File: src/rtl/ctr_timer_pkg.sv
package ctr_timer_pkg;
  typedef enum logic [1:0] {
    MODE_13B    = 2'd0,
    MODE_16B    = 2'd1,
    MODE_RELOAD = 2'd2,
    MODE_SPLIT  = 2'd3
  } ctr_mode_e;

  // packed MSB first: run_hi bit4, mode bits3:2, ext_sel bit1, run bit0
  typedef struct packed {
    logic      run_hi;
    ctr_mode_e mode;
    logic      ext_sel;
    logic      run;
  } ctr_ctrl_t;

  localparam int unsigned CTRL_W   = 5;
  localparam logic [1:0]  SEL_LO   = 2'd0;
  localparam logic [1:0]  SEL_HI   = 2'd1;
  localparam logic [1:0]  SEL_CTRL = 2'd2;
endpackage

File: src/rtl/ctr_prescale.sv
module ctr_prescale #(
  parameter int unsigned DIV = 12
) (
  input  logic clk_i,
  input  logic rst_ni,
  output logic tick_o
);
  localparam int unsigned PW = (DIV > 1) ? $clog2(DIV) : 1;
  localparam logic [PW-1:0] LAST = PW'(DIV - 1);

  logic [PW-1:0] cnt_q;

  always_ff @(posedge clk_i or negedge rst_ni) begin
    if (!rst_ni)            cnt_q <= '0;
    else if (cnt_q == LAST) cnt_q <= '0;
    else                    cnt_q <= cnt_q + PW'(1);
  end

  assign tick_o = (cnt_q == LAST);

  // tick is a single-cycle pulse
  assert_tick_pulse_R1: assert property (@(posedge clk_i) disable iff (!rst_ni)
    tick_o |=> !tick_o);
endmodule

File: src/rtl/ctr_edge_sense.sv
module ctr_edge_sense #(
  parameter int unsigned SYNC_STAGES = 2
) (
  input  logic clk_i,
  input  logic rst_ni,
  input  logic tick_i,
  input  logic pin_i,
  output logic fall_o
);
  logic [SYNC_STAGES-1:0] sync_q;
  logic                   samp_q;
  logic                   pin_s;

  always_ff @(posedge clk_i or negedge rst_ni) begin
    if (!rst_ni) sync_q <= '0;
    else         sync_q <= {sync_q[SYNC_STAGES-2:0], pin_i};
  end

  assign pin_s = sync_q[SYNC_STAGES-1];

  always_ff @(posedge clk_i or negedge rst_ni) begin
    if (!rst_ni)     samp_q <= 1'b0;
    else if (tick_i) samp_q <= pin_s;
  end

  // one event per 1->0 change between successive tick samples
  assign fall_o = tick_i & samp_q & ~pin_s;
endmodule

File: src/rtl/ctr_count_core.sv
module ctr_count_core
  import ctr_timer_pkg::*;
#(
  parameter int unsigned BYTE_W  = 8,
  parameter int unsigned LOW13_W = 5
) (
  input  logic              clk_i,
  input  logic              rst_ni,
  input  ctr_mode_e         mode_i,
  input  logic              en_lo_i,
  input  logic              en_hi_i,
  input  logic              wr_lo_i,
  input  logic              wr_hi_i,
  input  logic [BYTE_W-1:0] wr_data_i,
  input  logic              ack_lo_i,
  input  logic              ack_hi_i,
  output logic [BYTE_W-1:0] lo_o,
  output logic [BYTE_W-1:0] hi_o,
  output logic              ovf_lo_o,
  output logic              ovf_hi_o
);
  localparam int unsigned W16 = 2 * BYTE_W;

  logic [BYTE_W-1:0] lo_q, hi_q, lo_n, hi_n;
  logic              ovf_lo_q, ovf_hi_q;
  logic              wrap_lo, wrap_hi;
  logic [LOW13_W:0]  s13;
  logic [W16:0]      s16;
  logic [BYTE_W:0]   slo, shi;

  assign s13 = {1'b0, lo_q[LOW13_W-1:0]} + (LOW13_W+1)'(1);
  assign s16 = {1'b0, hi_q, lo_q} + (W16+1)'(1);
  assign slo = {1'b0, lo_q} + (BYTE_W+1)'(1);
  assign shi = {1'b0, hi_q} + (BYTE_W+1)'(1);

  always_comb begin
    lo_n    = lo_q;
    hi_n    = hi_q;
    wrap_lo = 1'b0;
    wrap_hi = 1'b0;
    if (wr_lo_i || wr_hi_i) begin
      if (wr_lo_i) lo_n = wr_data_i;
      if (wr_hi_i) hi_n = wr_data_i;
    end else begin
      unique case (mode_i)
        MODE_13B: if (en_lo_i) begin
          lo_n[LOW13_W-1:0] = s13[LOW13_W-1:0];
          if (s13[LOW13_W]) begin
            hi_n    = shi[BYTE_W-1:0];
            wrap_lo = shi[BYTE_W];
          end
        end
        MODE_16B: if (en_lo_i) begin
          {hi_n, lo_n} = s16[W16-1:0];
          wrap_lo      = s16[W16];
        end
        MODE_RELOAD: if (en_lo_i) begin
          if (slo[BYTE_W]) begin
            lo_n    = hi_q;
            wrap_lo = 1'b1;
          end else begin
            lo_n = slo[BYTE_W-1:0];
          end
        end
        MODE_SPLIT: begin
          if (en_lo_i) begin
            lo_n    = slo[BYTE_W-1:0];
            wrap_lo = slo[BYTE_W];
          end
          if (en_hi_i) begin
            hi_n    = shi[BYTE_W-1:0];
            wrap_hi = shi[BYTE_W];
          end
        end
        default: ;
      endcase
    end
  end

  always_ff @(posedge clk_i or negedge rst_ni) begin
    if (!rst_ni) begin
      lo_q     <= '0;
      hi_q     <= '0;
      ovf_lo_q <= 1'b0;
      ovf_hi_q <= 1'b0;
    end else begin
      lo_q <= lo_n;
      hi_q <= hi_n;
      if (wrap_lo)       ovf_lo_q <= 1'b1;
      else if (ack_lo_i) ovf_lo_q <= 1'b0;
      if (wrap_hi)       ovf_hi_q <= 1'b1;
      else if (ack_hi_i) ovf_hi_q <= 1'b0;
    end
  end

  assign lo_o     = lo_q;
  assign hi_o     = hi_q;
  assign ovf_lo_o = ovf_lo_q;
  assign ovf_hi_o = ovf_hi_q;

  assert_hold_R3: assert property (@(posedge clk_i) disable iff (!rst_ni)
    !en_lo_i && !en_hi_i && !wr_lo_i && !wr_hi_i |=> lo_q == $past(lo_q) && hi_q == $past(hi_q));

  assert_m13_upper_R4: assert property (@(posedge clk_i) disable iff (!rst_ni)
    mode_i == MODE_13B && !wr_lo_i |=> lo_q[BYTE_W-1:LOW13_W] == $past(lo_q[BYTE_W-1:LOW13_W]));

  assert_m16_wrap_zero_R5: assert property (@(posedge clk_i) disable iff (!rst_ni)
    mode_i == MODE_16B && en_lo_i && !wr_lo_i && !wr_hi_i && (&{hi_q, lo_q})
    |=> hi_q == '0 && lo_q == '0 && ovf_lo_q);

  assert_reload_R6: assert property (@(posedge clk_i) disable iff (!rst_ni)
    mode_i == MODE_RELOAD && en_lo_i && !wr_lo_i && !wr_hi_i && (&lo_q)
    |=> lo_q == $past(hi_q) && hi_q == $past(hi_q) && ovf_lo_q);

  assert_split_hi_hold_R7: assert property (@(posedge clk_i) disable iff (!rst_ni)
    mode_i == MODE_SPLIT && !en_hi_i && !wr_hi_i |=> hi_q == $past(hi_q));

  assert_sticky_R8: assert property (@(posedge clk_i) disable iff (!rst_ni)
    ovf_lo_q && !ack_lo_i |=> ovf_lo_q);

  assert_ack_clear_R8: assert property (@(posedge clk_i) disable iff (!rst_ni)
    ack_hi_i && !en_hi_i |=> !ovf_hi_q);
endmodule

File: src/rtl/ctr_timer.sv
module ctr_timer
  import ctr_timer_pkg::*;
#(
  parameter int unsigned BYTE_W      = 8,
  parameter int unsigned DIV         = 12,
  parameter int unsigned LOW13_W     = 5,
  parameter int unsigned SYNC_STAGES = 2
) (
  input  logic              clk_i,
  input  logic              rst_ni,
  input  logic              wr_en_i,
  input  logic [1:0]        wr_sel_i,
  input  logic [BYTE_W-1:0] wr_data_i,
  input  logic              ext_pin_i,
  input  logic              ack_ovf_i,
  input  logic              ack_ovf_hi_i,
  output logic [BYTE_W-1:0] cnt_lo_o,
  output logic [BYTE_W-1:0] cnt_hi_o,
  output logic              ovf_o,
  output logic              ovf_hi_o
);
  ctr_ctrl_t ctrl_q;
  logic      tick, fall, en_lo, en_hi;

  always_ff @(posedge clk_i or negedge rst_ni) begin
    if (!rst_ni)                              ctrl_q <= '0;
    else if (wr_en_i && wr_sel_i == SEL_CTRL) ctrl_q <= ctr_ctrl_t'(wr_data_i[CTRL_W-1:0]);
  end

  ctr_prescale #(.DIV(DIV)) u_pre (
    .clk_i (clk_i),
    .rst_ni(rst_ni),
    .tick_o(tick)
  );

  ctr_edge_sense #(.SYNC_STAGES(SYNC_STAGES)) u_edge (
    .clk_i (clk_i),
    .rst_ni(rst_ni),
    .tick_i(tick),
    .pin_i (ext_pin_i),
    .fall_o(fall)
  );

  assign en_lo = ctrl_q.run & (ctrl_q.ext_sel ? fall : tick);
  assign en_hi = ctrl_q.run_hi & tick & (ctrl_q.mode == MODE_SPLIT);

  ctr_count_core #(.BYTE_W(BYTE_W), .LOW13_W(LOW13_W)) u_core (
    .clk_i    (clk_i),
    .rst_ni   (rst_ni),
    .mode_i   (ctrl_q.mode),
    .en_lo_i  (en_lo),
    .en_hi_i  (en_hi),
    .wr_lo_i  (wr_en_i && wr_sel_i == SEL_LO),
    .wr_hi_i  (wr_en_i && wr_sel_i == SEL_HI),
    .wr_data_i(wr_data_i),
    .ack_lo_i (ack_ovf_i),
    .ack_hi_i (ack_ovf_hi_i),
    .lo_o     (cnt_lo_o),
    .hi_o     (cnt_hi_o),
    .ovf_lo_o (ovf_o),
    .ovf_hi_o (ovf_hi_o)
  );

  // external fall events only arrive on a divided tick
  assert_ext_on_tick_R2: assert property (@(posedge clk_i) disable iff (!rst_ni)
    ctrl_q.run && ctrl_q.ext_sel && !tick && !wr_en_i |=> $stable(cnt_lo_o));
endmodule

File: config.mk
export PLATFORM = sky130hd
export DESIGN_NAME = ctr_timer
export DESIGN_NICKNAME = d
export VERILOG_FILES = /design/src/rtl/ctr_timer_pkg.sv /design/src/rtl/ctr_prescale.sv /design/src/rtl/ctr_edge_sense.sv /design/src/rtl/ctr_count_core.sv /design/src/rtl/ctr_timer.sv
export SDC_FILE = /design/constraint.sdc
export NUM_CORES = 1
export LEC_CHECK = 0
export ABC_AREA = 1
export ABC_CLOCK_PERIOD_IN_PS = 4600
export BUFFER_PORTS_ARGS = -buffer_cell sky130_fd_sc_hd__buf_2
export CAP_MARGIN = 10
export CELL_PAD_IN_SITES_DETAIL_PLACEMENT = 2
export CELL_PAD_IN_SITES_GLOBAL_PLACEMENT = 2
export CORE_UTILIZATION = 34
export CTS_CLUSTER_DIAMETER = 30
export DETAILED_ROUTE_END_ITERATION = 8
export PLACE_DENSITY = 0.92
export SLEW_MARGIN = 25
export SYNTH_ARGS = -nofsm -noshare
export SYNTH_HDL_FRONTEND = slang
export SYNTH_SLANG_ARGS = --single-unit
File: constraint.sdc
create_clock -name clk_i -period 4.6 [get_ports clk_i]
set_input_delay 0.23 -clock clk_i [delete_from_list [all_inputs] [get_ports clk_i]]
set_output_delay 0.23 -clock clk_i [all_outputs]
set_load 0.03 [all_outputs]
==> results of run 1 <==
==> registers in the layout, summed over array words and instances (netlist names) <==
register / flops
u_core.hi_o: 8
ctrl_q: 5
u_edge.samp_q: 1
u_edge.sync_q: 2
u_core.ovf_hi_o: 1
u_core.ovf_lo_o: 1
u_core.lo_o: 8
u_pre.cnt_q: 4
==> synth_stat cells (2+ instances only) <==
cell type  number  area share, %
nand2_4         3            1.5
nand3_1        32            7.3
nor2_4          5            2.6
ha_1            8            4.6
dfrtp_1        30             34
o21ai_0        13            3.0
nor3_1          2           0.46
o21bai_1        2           0.69
nand2_2         4            1.1
nor3b_1         2           0.69
a21oi_2         5            2.0
nor2_2          4            1.1
inv_1          39            6.7
nand2_1       112             19
nand3b_1        2           0.69
nand4_1         3           0.86
inv_2           2           0.34
a21oi_1         8            1.8
nor2_1         32            5.5
==> routing by layer <==
layer	global-route usage, %	share of wire [%]	vias to the layer above
met4	7.54	1.2	0
met2	46.2	50	33
li1	-	-	1076
met3	2.78	1.6	9
met1	34.3	47	1137
met5	0	0	-
==> layout by cell type (no fill, tap or decap), types with 2 or more instances in the layout <==
| master | n |
|---|---|
| a21oi_1 | 8 |
| nand2_2 | 4 |
| o21bai_1 | 2 |
| nor2_2 | 4 |
| nand2_4 | 3 |
| inv_2 | 2 |
| o21ai_0 | 13 |
| nand3b_1 | 2 |
| dfrtp_1 | 30 |
| nor2_1 | 32 |
| nor2_4 | 5 |
| nand4_1 | 3 |
| nand3_1 | 32 |
| a21oi_2 | 5 |
| nor3b_1 | 2 |
| buf_2 | 33 |
| inv_1 | 39 |
| nor3_1 | 2 |
| clkbuf_8 | 6 |
| ha_1 | 8 |
| nand2_1 | 112 |
==> layout make-up <==
type | instances | area [sq um] | area share [%]
Clock buffer | 6 | 82.6 | 3.25
Clock inverter | 1 | 30.0 | 1.18
Inverter | 43 | 168 | 6.60
Multi-Input combinational cell | 245 | 1250 | 49.2
Sequential cell | 30 | 751 | 29.6
Tap cell | 75 | 93.8 | 3.70
Timing Repair Buffer | 33 | 165 | 6.51
==> kinds of logic (layout without fill, tap and decap cells) <==
group	after synthesis	after routing	share of synthesized area (%)
buffers and inverters	45	83	8.27
muxes	1	1	0.517
adders and majority gates	8	8	4.59
AOI/OAI and AO/OA	31	31	8.90
DFF	30	30	34.4
xor gates and xnor gates	2	2	0.804
and+or+nand+nor	203	203	42.5
==> worst max path at each step <==
| stage | slack [ns] | cells past startpoint | end |
|---|---|---|---|
| 4_1_cts | 2.42 | 11 | u_core.hi_o[1]$_DFFE_PN0P_ |
| 6_report | 2.46 | 9 | u_core.hi_o[1]$_DFFE_PN0P_ |
| 3_3_place_gp | 2.71 | 10 | u_core.hi_o[7]$_DFFE_PN0P_ |
| 3_5_place_dp | 2.51 | 10 | u_core.hi_o[1]$_DFFE_PN0P_ |
| 5_1_grt | 2.32 | 11 | u_core.hi_o[1]$_DFFE_PN0P_ |
| 2_1_floorplan | 2.92 | 10 | u_core.lo_o[1]$_DFFE_PN0P_ |
==> power breakdown <==
part | total [mW] | internal, mW | switching, mW
Sequential | 0.473 | 0.338 | 0.135
Combinational | 0.726 | 0.219 | 0.507
Clock | 0.285 | 0.173 | 0.112
Total | 1.48 | 0.731 | 0.754
==> worst max-delay path, delay by kind of cell (launching register included) <==
family	cells	cell delay, ns
AND/OR/NAND/NOR	3	0.51
flip-flops	1	0.43
buffers and inverters	3	0.42
adder cells (fa/ha/maj)	1	0.36
AO/OA/AOI/OAI	2	0.26
==> stage by stage <==
stage	hold slack [ns]	setup slack [ns]	power (mW)	cells	util [%]
after floorplan	-0.0656	2.92	0.943	320	-
after global placement	0.319	2.71	1.14	426	40.0
after detailed placement	0.336	2.51	1.19	426	40.0
after CTS	0.0250	2.42	1.49	433	41.9
after global routing	0.0392	2.32	1.58	433	41.9
final	-0.00793	2.46	1.48	433	41.9
==> flow_summary.yaml, run 1 <==
outcome:
  status: "finished with violations"
  violations: "negative hold slack"
timing:
  worst_pin_slew_ns: 0.797
  fin_skew_ns: 0.0138
  fin_tns_setup_ns: 0
  setup_viol: 0
  finalCritPeriodShare_pct: 46.6
  max-slew-margin-rel_pct: 46.7
  fin_crit_ns: 2.14
  hold_viol_final: 11
  fmax_mhz: 466
  slew_violations: 0
  rsz0062_at_grt: "no"
  fin_hold_ws_ns: -0.00793
grt:
  grt_pass1_vias: 2489
  gr-total-overflow: 0
  track_usage_pct: 26.5
  grt_pass1_wl_microns: 13100
  grt_max_degree: 31
  antenna_found_initial: 0
logic_synthesis:
  synth_seq_cells: 30
  mappedNetlistArea_sq_um: 2180
  syn-num-nets: 344
  syn_area_per_cell_sq_um: 6.81
  dominantRegCellSynth: "dfrtp_1"
  yosys.cell_types.count: 31
  async_flop_share_pct: 100
  netlist_instances: 320
  yosys_warnings: 0
  synth_seq_area_share_pct: 34.4
  synth_edf_count: 0
drt:
  drt_first_pass_iters: 4
  via_per_inst: 5.21
  drt-initial-drc-count: 39
  antenna_left: 0
  drc_errors: 0
  wirelength_microns: 8010
  vias: 2255
  wl_per_cell_microns: 18.5
floorplan:
  dieWidth_microns: 82.1
  row_count: 28
  dieHeight_microns: 82.1
  coreArea_sq_um: 6060
  initial_core_util_pct: 36.0
  io_pins: 34
  die-area_sq_um: 6730
place:
  gp_congestion: 0.794
  post_dp_cell_area_sq_um: 2430
  numPortBuffers: 33
  dp_hpwl_microns: 6060
hold_path:
  hp-class: "input port to async pin"
setup_path:
  crit_fanout: 9
  end_kind: "flip-flop"
  r2r-end: "u_core.hi_o[1]$_DFFE_PN0P_"
  rr_worst_depth: 9
  worstPathCellList: "inv_1 -> ha_1 -> inv_2 -> nor2_4 -> o21ai_4 -> nand2_4 -> clkinv_4 -> o21ai_0 -> nand2_1"
  crit_type: "flip-flop to flip-flop"
  cp.arrival_ns: 2.30
  r2r_start: "ctrl_q[3]$_DFFE_PN0P_"
  critPathRequiredTime_ns: 4.76
  critPathMaxStageDelay_ns: 0.43
  start_kind: "flip-flop"
  startpoint: "ctrl_q[3]$_DFFE_PN0P_"
  r2r_slack_ns: 2.46
  slowest_stage: "dfrtp_1"
clock_network:
  holdBufCountCts: 0
  htreeDepth: 2
  cts-resized-gates: 0
  cts_buffers: 5
  cts_tree: "yes"
  post_cts_buffers: 0
  clock_latency_ns: 0.29
  cts_root_buffer: "clkbuf_8"
  cts_buffer_depth: 2
  clk_pin_slew_ns: 0.08
  clock-sinks: 30
power:
  ir_drop_mv: 0.236
  power_leakage_nw: 1.39
  power.density_nw_per_um2: 585
final_layout:
  final_area_sq_um: 2540
  drive_gt1_share_pct: 19.6
  area_growth_syn_to_layout_pct: 16.5
  n_antenna_cell: 0
  final_nets: 382
  num-fill-cells: 746
job:
  cap_violations: 0
Note: power is estimated with default switching activity, not from simulation.
==> run 2: changes to the inputs <==
--- a/config.mk
+++ b/config.mk
@@ -5,8 +5,8 @@
 export SDC_FILE = /design/constraint.sdc
 export NUM_CORES = 1
 export LEC_CHECK = 0
-export ABC_AREA = 1
-export ABC_CLOCK_PERIOD_IN_PS = 4600
+export ABC_AREA = 0
+export ABC_CLOCK_PERIOD_IN_PS = 2000
 export BUFFER_PORTS_ARGS = -buffer_cell sky130_fd_sc_hd__buf_2
 export CAP_MARGIN = 10
 export CELL_PAD_IN_SITES_DETAIL_PLACEMENT = 2
@@ -14,7 +14,7 @@
 export CORE_UTILIZATION = 34
 export CTS_CLUSTER_DIAMETER = 30
 export DETAILED_ROUTE_END_ITERATION = 8
-export PLACE_DENSITY = 0.92
+export PLACE_DENSITY = 0.86
 export SLEW_MARGIN = 25
 export SYNTH_ARGS = -nofsm -noshare
 export SYNTH_HDL_FRONTEND = slang
==> constraint.sdc (replaced) <==
create_clock -name clk_i -period 2 [get_ports clk_i]
set_input_delay 0.1 -clock clk_i [delete_from_list [all_inputs] [get_ports clk_i]]
set_output_delay 0.1 -clock clk_i [all_outputs]
set_load 0.03 [all_outputs]
==> run 2 against run 1 <==
The flow finishes with violations (negative setup slack). Sequential share of layout area shrank 0.90 points. Non-clock buffer count grew 35. Synthesized area shrank 10%. Register-to-register slack lost 2.5 ns. Critical path type unchanged. Largest cell class unchanged.
==> flow_summary.yaml, run 2 <==
clock_network:
  clock_latency_ns: 0.30
  cts_root_buffer: "clkbuf_8"
  htreeDepth: 2
  clock-sinks: 30
  cts_tree: "yes"
  clk_pin_slew_ns: 0.08
  cts_buffers: 5
  cts_buffer_depth: 2
place:
  gp_congestion: 0.895
  numPortBuffers: 33
  post_dp_cell_area_sq_um: 2380
  dp_hpwl_microns: 5470
hold_path:
  hp-class: "input port to flip-flop"
outcome:
  violations: "negative setup slack"
  status: "finished with violations"
logic_synthesis:
  synth_compound_area_share_pct: 25.3
  mappedNetlistArea_sq_um: 1950
  netlist_instances: 217
  synth_top_family_by_area: "compound AO/OA/AOI/OAI gates"
  syn_area_per_cell_sq_um: 8.99
  synth_seq_area_share_pct: 38.5
  dominantRegCellSynth: "dfrtp_1"
  yosysMostFrequentCell: "dfrtp_1"
  yosys.area_share.simple_pct: 21.1
  synth_top_area_share_pct: 38.5
  yosys_warnings: 0
  synth.area.mux_share_pct: 4.04
  yosys.area.top_type: "dfrtp_1"
  synth_edf_count: 0
  syn-num-nets: 241
  synthTopCellsByArea: "dfrtp_1 38%, ha_1 5.1%, mux2_2 4.0%"
  synthTopCellsByCount: "30 x dfrtp_1, 19 x nor2_1, 14 x nor3_1, 13 x a21oi_1, 13 x nand2_1"
  async_flop_share_pct: 100
  synth_adder_area_share_pct: 5.13
  yosys.cell_types.count: 52
  synth_seq_cells: 30
  yosys.area_share.xor_xnor_pct: 1.35
grt:
  track_usage_pct: 26.3
  grt_max_degree: 31
  antenna_found_initial: 0
  grt_pass1_wl_microns: 12000
  grt_pass1_vias: 2388
  gr-total-overflow: 0
setup_path:
  cp.arrival_ns: 2.25
  start_kind: "flip-flop"
  critPathMaxStageDelay_ns: 0.42
  worstPathCellList: "inv_2 -> buf_6 -> ha_4 -> or3_4 -> o21ai_2 -> o21ai_2 -> buf_6 -> o21ai_0 -> o31ai_1"
  slowest_stage: "dfrtp_1"
  end_kind: "flip-flop"
  crit_type: "flip-flop to flip-flop"
  worst-path-buf-inv: 3
  crit_fanout: 9
  path_delay_family: "compound AO/OA/AOI/OAI gates"
  critPathRequiredTime_ns: 2.18
final_layout:
  final_area_sq_um: 2620
  n_antenna_cell: 0
  final_nets: 305
  layout_commonest_cell: "buf_2"
  mostFrequentLayoutCells: "33 x buf_2, 30 x dfrtp_1, 30 x buf_4"
  num-fill-cells: 602
  area_growth_syn_to_layout_pct: 34.2
  drive_gt1_share_pct: 37.6
  post-route-util_pct: 47.6
drt:
  vias: 2134
  drt_first_pass_iters: 4
  wirelength_microns: 8260
  wl_per_cell_microns: 23.3
  via_per_inst: 6.03
  drc_errors: 0
  drt-initial-drc-count: 152
  antenna_left: 0
power:
  power_leakage_nw: 1.11
  ir_drop_mv: 0.546
  power.density_nw_per_um2: 1300
  total_power_mw: 3.42
floorplan:
  row_count: 27
  coreArea_sq_um: 5510
  dieWidth_microns: 77.8
  io_pins: 34
  die-area_sq_um: 6050
  initial_core_util_pct: 35.4
  dieHeight_microns: 77.8
timing:
  max-slew-margin-rel_pct: 51.9
  setup_viol: 2
  finalCritPeriodShare_pct: 103
  setup_ws_ns: -0.0699
  slew_violations: 0
  fin_tns_setup_ns: -0.0959
  worst_pin_slew_ns: 0.722
  rsz0062_at_grt: "yes"
  fin_crit_ns: 2.07
  fmax_mhz: 483
  fin_skew_ns: 0.00839
  hold_viol_final: 0
job:
  cap_violations: 0
run 2: cell count changes in the layout (fill, tap and decap cells not counted), sizes merged, moves of 6 or more:
| cell | delta |
|---|---|
| buf | +32 |
| inv | -31 |
| mux2 | +6 |
| nand2 | -105 |
| nand3 | -25 |
| nor2 | -23 |
| nor3 | +12 |
| o31ai | +6 |
run 2: final cells by class:
| type | count | area [sq um] | share of cell area (%) |
|---|---|---|---|
| Timing Repair Buffer | 68 | 443 | 16.9 |
| Tap cell | 72 | 90.1 | 3.44 |
| Clock buffer | 5 | 68.8 | 2.63 |
| Inverter | 10 | 37.5 | 1.43 |
| Clock inverter | 3 | 40.0 | 1.53 |
| Multi-Input combinational cell | 166 | 1190 | 45.4 |
| Sequential cell | 30 | 751 | 28.7 |
run 2: timing repair:
action / in CTS / in global routing
endpoints found under the hold margin: 32 / 0
pin swaps: 0 / 5
resized for setup: 6 / 15
endpoints found under the setup margin: 12 / 14
hold buffers: 3 / 0
buffers inserted: 1 / 1
run 2: cells by family (layout without fill, tap and decap cells):
family	count (synthesis)	in the layout
XOR/XNOR	3	3
AND/OR/NAND/NOR	79	79
AO/OA/AOI/OAI	69	69
buffers and inverters	21	86
flip-flops	30	30
adder cells (fa/ha/maj)	8	8
multiplexers	7	7
run 2: power breakdown:
group / internal (mW) / switching (mW)
combinational: 0.677 / 1.13
sequential: 0.772 / 0.208
clock: 0.367 / 0.267
total: 1.82 / 1.60
run 2: worst paths after layout:
| path | startpoint | end | slack, ns | cells after the start |
|---|---|---|---|---|
| worst max-delay path | ctrl_q[2]$_DFFE_PN0P_ | u_core.lo_o[2]$_DFFE_PN0P_ | -0.07 | 9 |
| worst min-delay path | wr_data_i[4] | ctrl_q[4]$_DFFE_PN0P_ | 0.06 | 2 |
| worst max register to register | ctrl_q[2]$_DFFE_PN0P_ | u_core.lo_o[2]$_DFFE_PN0P_ | -0.07 | 9 |
| worst min register to register | u_edge.sync_q[0]$_DFF_PN0_ | u_edge.sync_q[1]$_DFF_PN0_ | 0.36 | 0 |
| max in group asynchronous | rst_ni | u_core.hi_o[0]$_DFFE_PN0P_ | 1.15 | 2 |
| min in group asynchronous | rst_ni | u_core.ovf_hi_o$_DFFE_PN0P_ | 0.39 | 2 |
run 2: stage by stage:
step	setup WS [ns]	hold WS [ns]	cells
after global placement	0.0925	0.183	341
after CTS	0.00666	0.0612	353
after floorplan	0.125	-0.196	217
after detailed placement	-0.0388	0.205	341
final	-0.0699	0.0648	354
after global routing	-0.166	0.0709	354
run 2: routing by layer:
layer	global-route usage [%]	routed length (microns)	vias up
li1	-	-	944
met1	28.7	3340	1091
met2	48.5	4280	78
met3	4.12	364	21
met4	13.6	274	0
met5	0	0	-
